==> src/rtl/pgood_strap_pkg.sv <==
package pgood_strap_pkg;

    typedef enum logic [1:0] {
        FREQ_100 = 2'd0,
        FREQ_66  = 2'd1,
        FREQ_83  = 2'd2,
        FREQ_71  = 2'd3
    } cpu_freq_e;

    typedef enum logic [2:0] {
        ST_WAIT      = 3'd0,
        ST_GRAB      = 3'd1,
        ST_HOLD      = 3'd2,
        ST_TEST_LOW  = 3'd3,
        ST_TEST_HIGH = 3'd4
    } ctl_state_e;

    localparam int FS_W = 3;

    typedef struct packed {
        logic [FS_W-1:0] fs;   // {c, b, a}
        logic            itp;
        logic            ssc;
        logic            req;
        logic            tlvl;
    } strap_word_t;

    localparam strap_word_t STRAP_RESET = '{fs: 3'b101, itp: 1'b0, ssc: 1'b0,
                                            req: 1'b0, tlvl: 1'b0};

    function automatic cpu_freq_e fs_to_freq(input logic [FS_W-1:0] fs);
        unique case (fs)
            3'b001:  return FREQ_66;
            3'b011:  return FREQ_83;
            3'b010:  return FREQ_71;
            default: return FREQ_100;
        endcase
    endfunction

    function automatic logic fs_undefined(input logic [FS_W-1:0] fs);
        return !(fs == 3'b101 || fs == 3'b001 || fs == 3'b011 || fs == 3'b010);
    endfunction

endpackage

==> src/rtl/pgood_sync.sv <==
module pgood_sync #(
    parameter int   STAGES    = 2,
    parameter logic RESET_VAL = 1'b1
) (
    input  logic clk,
    input  logic rst_n,
    input  logic d_in,
    output logic q_out
);
    logic [STAGES-1:0] chain;

    generate
        for (genvar i = 0; i < STAGES; i++) begin : g_stage
            if (i == 0) begin : g_first
                always_ff @(posedge clk or negedge rst_n) begin
                    if (!rst_n) chain[0] <= RESET_VAL;
                    else        chain[0] <= d_in;
                end
            end else begin : g_next
                always_ff @(posedge clk or negedge rst_n) begin
                    if (!rst_n) chain[i] <= RESET_VAL;
                    else        chain[i] <= chain[i-1];
                end
            end
        end
    endgenerate

    assign q_out = chain[STAGES-1];
endmodule

==> src/rtl/pgood_ctl_fsm.sv <==
module pgood_ctl_fsm
    import pgood_strap_pkg::*;
(
    input  logic clk,
    input  logic rst_n,
    input  logic pin_s,
    input  logic test_latched,
    output logic cap_en,
    output logic locked
);
    ctl_state_e state_q, state_d;
    logic       locked_q;

    always_comb begin
        state_d = state_q;
        unique case (state_q)
            ST_WAIT:      if (!pin_s) state_d = ST_GRAB;
            ST_GRAB:      state_d = test_latched ? ST_TEST_LOW : ST_HOLD;
            ST_HOLD:      state_d = ST_HOLD;
            ST_TEST_LOW:  if (pin_s) state_d = ST_TEST_HIGH;
            ST_TEST_HIGH: if (!pin_s) state_d = ST_GRAB;
            default:      state_d = ST_WAIT;
        endcase
    end

    always_ff @(posedge clk or negedge rst_n) begin
        if (!rst_n) state_q <= ST_WAIT;
        else        state_q <= state_d;
    end

    always_ff @(posedge clk or negedge rst_n) begin
        if (!rst_n)                   locked_q <= 1'b0;
        else if (state_q == ST_GRAB)  locked_q <= 1'b1;
    end

    always_comb begin
        cap_en = 1'b0;
        unique case (state_q)
            ST_WAIT, ST_TEST_HIGH: cap_en = !pin_s;
            default:               cap_en = 1'b0;
        endcase
        locked = locked_q;
    end
endmodule

==> src/rtl/pgood_strap_reg.sv <==
module pgood_strap_reg
    import pgood_strap_pkg::*;
(
    input  logic        clk,
    input  logic        rst_n,
    input  logic        cap_en,
    input  strap_word_t raw,
    output logic [1:0]  cpu_freq,
    output logic        freq_bad,
    output logic        pair_is_cpu,
    output logic        ssc_is_100,
    output logic        req_pins_mode,
    output logic        test_mode,
    output logic        test_ref_div
);
    strap_word_t held_q;

    always_ff @(posedge clk or negedge rst_n) begin
        if (!rst_n)      held_q <= STRAP_RESET;
        else if (cap_en) held_q <= raw;
    end

    always_comb begin
        cpu_freq      = fs_to_freq(held_q.fs);
        freq_bad      = fs_undefined(held_q.fs);
        pair_is_cpu   = held_q.itp;
        ssc_is_100    = held_q.ssc;
        req_pins_mode = held_q.req;
        test_mode     = held_q.tlvl;
        test_ref_div  = held_q.tlvl & held_q.fs[1];
    end
endmodule

==> src/rtl/pgood_strap_top.sv <==
module pgood_strap_top
    import pgood_strap_pkg::*;
#(
    parameter int SYNC_STAGES = 2
) (
    input  logic       clk,
    input  logic       rst_n,
    input  logic       pg_pd_pin,
    input  logic [2:0] freq_strap,
    input  logic       itp_strap,
    input  logic       ssc_sel_strap,
    input  logic       req_sel_strap,
    input  logic       test_lvl_strap,
    output logic [1:0] cpu_freq,
    output logic       freq_bad,
    output logic       pair_is_cpu,
    output logic       ssc_is_100,
    output logic       req_pins_mode,
    output logic       test_mode,
    output logic       test_ref_div,
    output logic       power_down,
    output logic       locked
);
    logic        pin_s;
    logic        cap_en;
    strap_word_t raw;

    assign raw = '{fs: freq_strap, itp: itp_strap, ssc: ssc_sel_strap,
                   req: req_sel_strap, tlvl: test_lvl_strap};

    pgood_sync #(.STAGES(SYNC_STAGES), .RESET_VAL(1'b1)) u_sync (
        .clk   (clk),
        .rst_n (rst_n),
        .d_in  (pg_pd_pin),
        .q_out (pin_s)
    );

    pgood_ctl_fsm u_fsm (
        .clk          (clk),
        .rst_n        (rst_n),
        .pin_s        (pin_s),
        .test_latched (test_mode),
        .cap_en       (cap_en),
        .locked       (locked)
    );

    pgood_strap_reg u_reg (
        .clk           (clk),
        .rst_n         (rst_n),
        .cap_en        (cap_en),
        .raw           (raw),
        .cpu_freq      (cpu_freq),
        .freq_bad      (freq_bad),
        .pair_is_cpu   (pair_is_cpu),
        .ssc_is_100    (ssc_is_100),
        .req_pins_mode (req_pins_mode),
        .test_mode     (test_mode),
        .test_ref_div  (test_ref_div)
    );

    assign power_down = locked & pin_s;
endmodule

==> config.mk <==
export PLATFORM = sky130hd
export DESIGN_NAME = pgood_strap_top
export DESIGN_NICKNAME = d
export VERILOG_FILES = /design/src/rtl/pgood_strap_pkg.sv /design/src/rtl/pgood_sync.sv /design/src/rtl/pgood_ctl_fsm.sv /design/src/rtl/pgood_strap_reg.sv /design/src/rtl/pgood_strap_top.sv
export SDC_FILE = /design/constraint.sdc
export NUM_CORES = 1
export LEC_CHECK = 0
export ABC_AREA = 1
export BUFFER_PORTS_ARGS = -buffer_cell sky130_fd_sc_hd__buf_2
export CAP_MARGIN = 0
export CORE_AREA = 2 2 39 41
export DETAILED_ROUTE_END_ITERATION = 16
export DIE_AREA = 0 0 41 43
export PLACE_DENSITY = 0.7
export SETUP_SLACK_MARGIN = 0.2
export SYNTH_ARGS = -nofsm -noshare
export SYNTH_HDL_FRONTEND = slang
export SYNTH_HIERARCHICAL = 1
export SYNTH_SLANG_ARGS = --single-unit
==> constraint.sdc <==
create_clock -name clk -period 1.48 [get_ports clk]
set_input_delay 0.296 -clock clk [delete_from_list [all_inputs] [get_ports clk]]
set_output_delay 0.296 -clock clk [all_outputs]
set_load 0.005 [all_outputs]
======== Word-level counts from Yosys, hierarchy flattened ========
Cells that the tools add are included.
word-level totals
  flip-flop bits (word level) ............. 13
  input bits .............................. 10
  output and inout bits ................... 10
  logic and storage cells ................. 35
cells by class
  eq/ne operators ......................... 10
  multiplexer cells ....................... 6
  bitwise operators ....................... 2
  reduce and logical (&&, ||, !) cells .... 8
operator list
  operator                                                          number
  3-bit by 2-bit == test with 1-bit output (second input constant)  4
  3-bit case mux with 4 select lines                                1
  3-bit by 1-bit == test with 1-bit output (second input constant)  2
  3-bit == test (second input constant)                             2
  3-bit 2-to-1 mux                                                  2
  2-bit case mux with 3 select lines                                1
  2-bit != test (second input constant)                             2
  3-bit zero test                                                   1
  1-bit logical OR                                                  3
  1-bit AND                                                         2
  1-bit zero test                                                   2
  1-bit 2-to-1 mux                                                  2
  2-bit AND reduction                                               1
  2-bit OR reduction                                                1

======== Logic depth before layout (Yosys ltp) ========
  word-level depth ........................ 5
  gate-level depth with buffers ........... 6

======== By module ========
The synthesis kept the hierarchy.
modules (own cells, without submodules)
  module           times used  cells an instance  area an instance (sq um)
  pgood_strap_reg  1           38                 321.6
  pgood_ctl_fsm    1           24                 188.9
  pgood_sync       1           2                  52.6
  pgood_strap_top  1           2                  7.5

======== Worst setup path after synthesis ========
OpenSTA, ideal clock, no wires.
  path kind ............................... reg-to-reg
  start point ............................. register u_sync.chain[1], in the netlist u_sync/q_out
  end point ............................... register u_reg.held_q, in the netlist u_reg/pair_is_cpu
  setup time .............................. 0.117 ns
  data arrival time ....................... 0.974 ns
  required time ........................... 1.363 ns
  setup slack ............................. 0.389 ns
  cell stages (with the launch flop) ...... 6
  path buffers ............................ 1
  clock period less this slack ............ 1.091 ns
  cells stage by stage .................... dfstp_2 -> nand3b_1 -> inv_1 -> buf_6 -> nand2_1 -> o21ai_2
on the way
  longest elaborated chain between the ends .. 2
RTL lines
  what                              line                   text
  start: declaration                pgood_sync.sv:10       logic [STAGES-1:0] chain;
  start signal: indexed assignment  pgood_sync.sv:22       else chain[i] <= chain[i-1];
  1-bit zero test                   -
  1-bit 2-to-1 mux                  pgood_ctl_fsm.sv:38    unique case (state_q)
  via cap_en                        pgood_strap_top.sv:25  logic cap_en;
  end signal: assignment            pgood_strap_reg.sv:20  else if (cap_en) held_q <= raw;
  end: declaration                  pgood_strap_reg.sv:16  strap_word_t held_q;
The timed path passes the listed nets, and every way through them passes these cells.
A chain may end at the register's enable or synchronous reset.

======== Worst setup path after layout ========
  start point ............................. register u_reg/held_q[4] (netlist name)
  end point ............................... output freq_bad
on the way
  longest elaborated chain between the ends .. 5
RTL lines
  what                                                                              line                   text
  3-bit == test / 3-bit by 1-bit == test with 1-bit output (equally long branches)  pgood_strap_pkg.sv:41  return !(fs == 3'b101 || fs == 3'b001 || fs == 3'b011 || fs == 3'b010);
  1-bit logical OR (2 in a row)                                                     pgood_strap_pkg.sv:41
  1-bit logical OR (*)                                                              pgood_strap_pkg.sv:41
  1-bit zero test (*)                                                               pgood_strap_pkg.sv:41
  end: declaration                                                                  pgood_strap_top.sv:15  output logic freq_bad,
Every way passes the cells marked *; elsewhere a longest branch is shown, timed or not.

==> flow_metrics.py <==
metrics = {
    "logic_synthesis": {
        "synthDistinctLibCells": 13,
        "synthSimpleGateAreaFrac": 0.213,
        "syn_nets": 76,
        "synthAdderAreaFrac": 0,
        "synth.largest_area_cell": "dfrtp_1",
        "synthXorXnorAreaFrac": 0,
        "synth_area_leaders": "dfrtp_1 39%, dfstp_2 18%, nand2_1 11%, inv_1 9.2%, nor2_1 4.6%",
        "synth-compound-area-share": 0.0899,
        "ys_warn_count": 6,
        "async_flop_share": 1.00,
        "synth_edf_count": 0,
        "ys_ff_latch": 13,
        "yosysMostFrequentCell": "nand2_1",
        "synth_top_area_share": 0.395,
        "synth_top_cells_by_count": "17 x nand2_1, 14 x inv_1, 9 x dfrtp_1",
        "syn_inst": 66,
        "muxShareOfSynthArea": 0,
        "synth_area_um2": 571,
        "avgSynthCellArea_um2": 8.64,
        "synth_top_family_by_area": "simple AND/OR/NAND/NOR gates",
        "ys.flop_type": "dfrtp_1",
        "ys_seq_area_frac": 0.579,
    },
    "die": {
        "coreArea_um2": 1380,
        "ios": 20,
        "die_h_um": 43,
        "row_count": 14,
        "die_w_um": 41,
        "start_util": 0.412,
        "dieArea_um2": 1760,
    },
    "status": {
        "outcome": "completed",
    },
    "global_routing": {
        "grt_usage": 0.158,
        "grt_pass1_vias": 462,
        "grt_overflow": 0,
        "grt_pass1_wl_mm": 1.83,
        "antenna_found_initial": 0,
        "grt_start_max_net_pins": 15,
    },
    "hold_path": {
        "holdCritPathClass": "primary input to flip-flop",
        "hold_depth": 1,
    },
    "critical_path": {
        "start_kind": "flip-flop",
        "slowest_stage": "dfstp_2",
        "cp.arrival_ns": 1.10,
        "cp_max_fo": 3,
        "max_stage_delay_ns": 0.55,
        "crit_chain": "inv_2 -> nor2_2 -> nor2_1 -> buf_2",
        "cp.required_ns": 1.18,
        "path_class": "flip-flop to output port",
        "reg2reg_depth": 4,
        "endpoint_kind": "output port",
    },
    "layout": {
        "multiInputGateArea_um2": 180,
        "finalInstanceArea_um2": 741,
        "layout-drive-gt1-share": 0.440,
        "register_area_um2": 332,
        "synthToLayoutAreaGrowth_pct": 29.8,
        "fillers": 136,
        "final_net_count": 102,
        "num_antenna_cells": 0,
    },
    "clock_network": {
        "clk_pin_slew_worst_paths_ns": 0.08,
        "clockRootBuffer": "clkbuf_4",
        "cts_tree": "built",
        "clock_path_buffers": 2,
        "clock_latency_ns": 0.27,
        "cts_max_level": 1,
        "numCtsBuffers": 3,
        "cts_num_sinks": 13,
    },
    "timing": {
        "skew_ns": 0.00148,
        "timing_hold_violations_final": 0,
        "slew_headroom": 0.739,
        "finalCritPeriodShare": 0.944,
        "fmax_ghz": 0.716,
        "min_period_ns": 1.40,
        "worstMarginPinSlew_ns": 0.392,
        "fin_tns_setup_ns": 0,
        "setup_violations": 0,
        "rsz0062_at_grt": "true",
        "finalMaxSlewViolations": 0,
    },
    "routing": {
        "drc": 0,
        "ant_nets": 0,
        "viasPerCell": 4.47,
        "drt_first_pass_iters": 4,
        "drt_iter0_markers": 3,
        "totalWireLength_mm": 1.08,
        "vias": 478,
        "wl_per_cell_um": 10.1,
    },
    "placement": {
        "place_area_um2": 674,
        "io_buffers": 19,
        "place_congestion": 0.741,
        "hpwlAfterDp_um": 744,
    },
    "power": {
        "finalPower_mw": 1.32,
        "power.ir.vdd_worst_v": 0.000849,
        "p_per_area_nw_per_um2": 1780,
        "power_leakage_nw": 0.402,
    },
    "run": {
        "drv_cap": 0,
    },
}
## layout make-up
cell class,instances,share of cell area
Timing Repair Buffer,22,0.171
Tap cell,16,0.0270
Inverter,15,0.0760
Multi-Input combinational cell,37,0.243
Sequential cell,13,0.448
Clock buffer,4,0.0355
## layer usage
layer  global-route usage  wire length (um)
met4                0.140                22
met1                0.206               449
met2                0.219               558
met5                    0                 0
met3               0.0157                50
## registers in the layout, indices dropped and copies added (netlist names)
name,count
u_sync/chain,1
u_reg/ssc_is_100,1
u_reg/held_q,3
u_reg/test_mode,1
u_sync/q_out,1
u_fsm/state_q,3
u_reg/req_pins_mode,1
u_reg/pair_is_cpu,1
u_fsm/locked,1
## path summary, 6_finish.rpt
| path | slack, ns | from | endpoint |
|---|---|---|---|
| setup / recovery | 0.08 | u_reg/held_q[4] | freq_bad |
| hold / removal | 0.12 | pg_pd_pin | u_sync/chain[0] |
| setup reg to reg | 0.18 | u_sync/q_out | u_reg/held_q[6] |
| hold reg to reg | 0.36 | u_sync/chain[0] | u_sync/q_out |
| max in group asynchronous | 0.76 | rst_n | u_reg/held_q[6] |
| min in group asynchronous | 0.44 | rst_n | u_fsm/state_q[0] |
## what timing repair did
item / 4_1_cts / 5_1_grt
endpoints found under the setup margin: 4 / 11
pin swaps: 1 / 2
setup buffers: 2 / 0
gates resized for setup: 0 / 8
endpoints found under the hold margin: 9 / 0
hold buffers: 1 / 0
## power breakdown
| part | switching, mW | total (mW) | internal, mW |
|---|---|---|---|
| Sequential | 0.106 | 0.614 | 0.508 |
| Combinational | 0.277 | 0.493 | 0.216 |
| Clock | 0.110 | 0.214 | 0.104 |
| Total | 0.493 | 1.32 | 0.829 |
## kinds of logic after synthesis
logic type      Yosys count
simple gates             29
buf+inv                  16
flops                    13
compound gates            8
## metrics by stage
stage          cells  setup WS [ns]  utilization  hold WS, ns
2_1_floorplan     66          0.389            -     0.000409
3_3_place_gp     100          0.301        0.487        0.195
3_5_place_dp     100          0.252        0.487        0.200
4_1_cts          107         0.0618        0.524        0.101
5_1_grt          107         0.0236        0.535        0.104
6_report         107         0.0828        0.535        0.116
## worst max-delay path, delay by kind of cell (launching register included)
| family | cells | cell delay (ns) |
|---|---|---|
| flip-flops | 1 | 0.55 |
| AND/OR/NAND/NOR | 2 | 0.12 |
| buffers and inverters | 2 | 0.16 |
## cell usage in the layout, fill, tap and decap left out
master / Yosys / final
nor2_2: 1 / 3
nand4_1: 2 / 2
nand3b_1: 1 / 1
dfrtp_1: 9 / 8
dfstp_2: 4 / 4
dfrtp_2: 0 / 1
nand2_2: 0 / 1
clkbuf_4: 0 / 3
dlygate4sd3_1: 0 / 1
inv_1: 14 / 11
buf_2: 0 / 18
nand2_1: 17 / 16
nor2_1: 7 / 5
clkbuf_1: 0 / 1
buf_6: 1 / 1
o21ai_2: 3 / 3
nand3_1: 1 / 1
buf_4: 0 / 2
inv_2: 1 / 4
o21ai_0: 5 / 5
Power figures use the tool's default switching activity.
